### src/rtl/wor_xcvr_pkg.sv
package wor_xcvr_pkg;

  // Decoded per-channel control, all active high.
  typedef struct packed {
    logic open;  // latch transparent
    logic b_en;  // B pull-low path enabled
    logic a_en;  // A drive enabled
  } chan_ctl_t;

  function automatic chan_ctl_t decode_ctl(input logic le_n, input logic oea,
                                           input logic oeb_n);
    chan_ctl_t c;
    c.open = ~le_n;
    c.b_en = ~oeb_n;
    c.a_en = oea;
    return c;
  endfunction

endpackage

### src/rtl/wor_latch_cell.sv
module wor_latch_cell
  import wor_xcvr_pkg::*;
#(
  parameter logic RESET_VAL = 1'b1
) (
  input  logic      clk,
  input  logic      rst_n,
  input  chan_ctl_t ctl,
  input  logic      d,
  output logic      q
);
  logic held;

  always_ff @(posedge clk or negedge rst_n) begin
    if (!rst_n) held <= RESET_VAL;
    else if (ctl.open) held <= d;
  end

  // transparent path is combinational so the value flows in the same cycle
  assign q = ctl.open ? d : held;
endmodule

### src/rtl/wor_bport.sv
module wor_bport
  import wor_xcvr_pkg::*;
(
  input  chan_ctl_t ctl,
  input  logic      latch_q,
  output logic      pull
);
  // open-collector: only ever pull low, never drive high
  assign pull = ctl.b_en & ~latch_q;
endmodule

### src/rtl/wor_aport.sv
module wor_aport
  import wor_xcvr_pkg::*;
(
  input  chan_ctl_t ctl,
  input  logic      sense,
  input  logic      sense_ok,
  output logic      drv,
  output logic      oe
);
  logic level;
  // an undriven line reads as low
  assign level = sense & sense_ok;
  assign oe    = ctl.a_en;
  assign drv   = ctl.a_en & level;
endmodule

### src/rtl/wor_latch_xcvr.sv
module wor_latch_xcvr
  import wor_xcvr_pkg::*;
#(
  parameter int   NCH         = 3,
  parameter logic LATCH_RESET = 1'b1
) (
  input  logic           clk,
  input  logic           rst_n,
  input  logic [NCH-1:0] le_n,
  input  logic [NCH-1:0] oea,
  input  logic [NCH-1:0] oeb_n,
  input  logic [NCH-1:0] a_in,
  output logic [NCH-1:0] a_out,
  output logic [NCH-1:0] a_oe,
  output logic [NCH-1:0] b_pull,
  input  logic [NCH-1:0] b_sense,
  input  logic [NCH-1:0] b_sense_ok,
  output logic [NCH-1:0] hazard
);
  localparam int LAST = NCH - 1;

  for (genvar i = 0; i <= LAST; i++) begin : g_ch
    chan_ctl_t ctl;
    logic      q;

    assign ctl = decode_ctl(le_n[i], oea[i], oeb_n[i]);

    wor_latch_cell #(.RESET_VAL(LATCH_RESET)) u_latch (
      .clk  (clk),
      .rst_n(rst_n),
      .ctl  (ctl),
      .d    (a_in[i]),
      .q    (q)
    );

    wor_bport u_b (
      .ctl    (ctl),
      .latch_q(q),
      .pull   (b_pull[i])
    );

    wor_aport u_a (
      .ctl     (ctl),
      .sense   (b_sense[i]),
      .sense_ok(b_sense_ok[i]),
      .drv     (a_out[i]),
      .oe      (a_oe[i])
    );

    // loop A -> latch -> B -> A is closed only with all three paths open
    assign hazard[i] = ctl.open & ctl.b_en & ctl.a_en;
  end
endmodule

### config.mk
export PLATFORM = sky130hd
export DESIGN_NAME = wor_latch_xcvr
export DESIGN_NICKNAME = d
export VERILOG_FILES = /design/src/rtl/wor_xcvr_pkg.sv /design/src/rtl/wor_latch_cell.sv /design/src/rtl/wor_bport.sv /design/src/rtl/wor_aport.sv /design/src/rtl/wor_latch_xcvr.sv
export SDC_FILE = /design/constraint.sdc
export NUM_CORES = 1
export LEC_CHECK = 0
export ABC_AREA = 1
export CAP_MARGIN = 20
export CORE_AREA = 2 2 39 41
export CTS_CLUSTER_DIAMETER = 30
export DETAILED_ROUTE_END_ITERATION = 10
export DIE_AREA = 0 0 41 43
export GPL_TIMING_DRIVEN = 0
export HOLD_SLACK_MARGIN = 0.03
export PLACE_DENSITY = 0.62
export SKIP_CTS_REPAIR_TIMING = 1
export SYNTH_ARGS = -nofsm -noshare
export SYNTH_HDL_FRONTEND = slang
export SYNTH_SLANG_ARGS = --single-unit
export TNS_END_PERCENT = 10
### constraint.sdc
create_clock -name clk -period 1.2 [get_ports clk]
set_input_delay 0.36 -clock clk [delete_from_list [all_inputs] [get_ports clk]]
set_output_delay 0.36 -clock clk [all_outputs]
set_load 0.01 [all_outputs]
==> results.md <==
- Status: complete, but fails checks
- Failing checks: setup timing
- Largest net degree at the start of global routing: 4
- Int Pwr: 0.353 mW
- Die Area: 0.00176 sq mm
- Pleak: 0.458 nW
- CTS Sinks: 3
- Switching Fraction: 25.1%
- Routed Antenna Nets: 0
- Max FFs per register: 3
- #FFs+latches synth: 3
- Layout cells sized above 1: 58.3%
- Mean Syn Cell Area: 7.03 sq um
- Worst r2r src: g_ch[0].u_latch.held
- End of the critical path: b_pull[0]
- Starting Density: 19.8%
- Ports: 32
- Reg2Reg Setup Slack: 0.41 ns
- Most flops, register: g_ch.u_latch.held
- Initial antenna violation count: 0
- Worst Skew: 0 ns
- Max Root-Sink Buffers: 2
- Mapped cell area: 274 sq um
- Die Wd: 41 um
- CP peak stage delay: 0.51 ns
- VDD IR max: 0.295 mV
- Hold WC Path Type: primary input to flip-flop
- Finished Cell Area: 672 sq um
- Area occupied by multi-input gates: 130 sq um
- Final worst slack: -0.288 ns
- Gr usage total: 8.35%
- Slew HR: 89.2%
- Req. time, crit path: 0.84 ns
- Final Hold Fails: 0
- I/O Buffers: 31
- Fmax: 672 MHz
- Clock group share of total power: 36.6%
- Num CTS Buffers: 3
- P_sw: 0.118 mW
- Clk_lat worst skew: 0.23 ns
- Commonest cells after routing, fill and taps aside: dlymetal6s2s_1 (17), nand2_2 (9), buf_4 (7), buf_6 (7)
- Met2 usage: 13.1%
- Slew Limit Fails: 0
- Final net count: 93
- Clk slew on worst S/H paths: 0.04 ns
- Ant diodes: 0
- Syn Inst Count: 39
- Worst setup path start: g_ch[0].u_latch.held
- Worst path arrival time: 1.13 ns
- Drt total wl: 735 um
- CP Max Fanout: 2
- CTS tree: done
- Largest registers: g_ch.u_latch.held (3)
- Final RePlAce weighted congestion: 0.603
- Avg WL per Cell: 8.35 um
- Dpl ws: -0.890 ns
- Layout area overhead: 145%
- Core Area: 0.00138 sq mm
- Comb power frac: 37.6%
- Fillers: 141
- Initial DRC Count: 0
- Reg2reg end: g_ch[0].u_latch.held
- RSZ-0062 raised after global routing: true
- Placed instance area: 604 sq um
- Worst path slowest cell: dfstp_2
- Most common cell after layout, fill and taps aside: dlymetal6s2s_1
- Total global routing overflow: 0
- GR Util met1: 8.41%
- Sequential power share: 25.8%
- Rows: 14
- Register area share after synthesis: 28.8%
- Root Buffer Master: clkbuf_4
- Vias in the first global route: 306
- Util after Layout: 48.6%
- Residual DRC count: 0
- CTS H-Tree Depth: 1
- Mapped Nets: 59
- Critical Path Sink Type: primary output
- Detailed Routing Iterations Pass 1: 1
- R2r worst-path depth: 3
- HPWL after detailed placement: 568 um
- Via/cell ratio: 3.88
- Critical path class: flip-flop to primary output
- P per Cell Area: 701 mW/mm^2
- Crit path cell chain: nand2_2, nand2_2, nor2_2, buf_4, buf_6
- Min Tclk post-route: 1.49 ns
- Met3 Usage GRT: 3.14%
- Max Cap Violations: 0
- Final setup viols: 4
- Vias: 341
- CP startpoint kind: flip-flop
- Most used routing layer: met2
- Register cell area after layout: 78.8 sq um
- Die height: 43 um
- Tcrit/Tclk final: 124%
- Slew at the pin with the worst max-slew slack: 0.162 ns
- Synth warnings: 0
- First-pass GRT wire length: 972 um
- Most frequent CP cell: nand2_2
- Cell variety after synth: 8
==> synthesized netlist by cell type (all sizes together) <==
library cell	n	area, sq um
nand2	12	60.1
nor2	6	30.0
dfstp	3	78.8
nor3	3	15.0
inv	6	22.5
buf	9	67.6
==> routing by layer <==
| metal | wire (um) | vias up |
|---|---|---|
| met5 | 0 | - |
| met4 | 0 | 0 |
| met3 | 85 | 0 |
| met2 | 384 | 21 |
| met1 | 264 | 149 |
| li1 | - | 171 |
==> per-stage QoR <==
step / hold WS, ns / total power, mW / setup TNS (ns) / cells
floorplan: 0.212 / 0.187 / 0 / 39
global placement: 0.473 / 0.299 / -8.98 / 86
detailed placement: 0.474 / 0.301 / -9.04 / 86
CTS: 0.479 / 0.482 / -9.10 / 90
global route: 0.388 / 0.501 / -1.23 / 88
finish: 0.389 / 0.471 / -0.993 / 88
==> worst min-delay path by stage <==
stage                              start              endpoint  slack, ns  cells past startpoint
floorplan                          rst_n  g_ch[0].u_latch.held       0.21                      0
global placement    g_ch[2].u_latch.held  g_ch[2].u_latch.held       0.47                      2
detailed placement  g_ch[1].u_latch.held  g_ch[1].u_latch.held       0.47                      2
CTS                 g_ch[1].u_latch.held  g_ch[1].u_latch.held       0.48                      2
global route                     a_in[1]  g_ch[1].u_latch.held       0.39                      3
finish                           a_in[1]  g_ch[1].u_latch.held       0.39                      3
==> cell families (layout without fill, tap and decap cells) <==
family | after synthesis | after routing | share of synthesized area (%)
DFF | 3 | 3 | 28.8
buffers and inverters | 15 | 48 | 32.9
and+or+nand+nor | 21 | 21 | 38.4
==> worst max-delay path, delay by kind of cell, from the launching register on <==
kind | cells | cell delay (ns)
buffers and inverters | 2 | 0.24
flip-flops | 1 | 0.51
AND/OR/NAND/NOR | 3 | 0.15
==> cell type report <==
class	instances	area share, %
Clock buffer	4	3.91
Timing Repair Buffer	33	53.1
Sequential cell	3	11.7
Multi-Input combinational cell	21	19.4
Inverter	6	3.35
Tap cell	16	2.98
Buffer	5	5.59
==> power groups by stage <==
stage          registers (mW)  logic, mW  clock network [mW]
5_1_grt                 0.122      0.193               0.186
4_1_cts                 0.119      0.182               0.181
6_report                0.121      0.177               0.173
3_5_place_dp            0.120      0.181                   0
2_1_floorplan           0.120     0.0676                   0
3_3_place_gp            0.120      0.179                   0
Power figures use the tool's default switching activity.
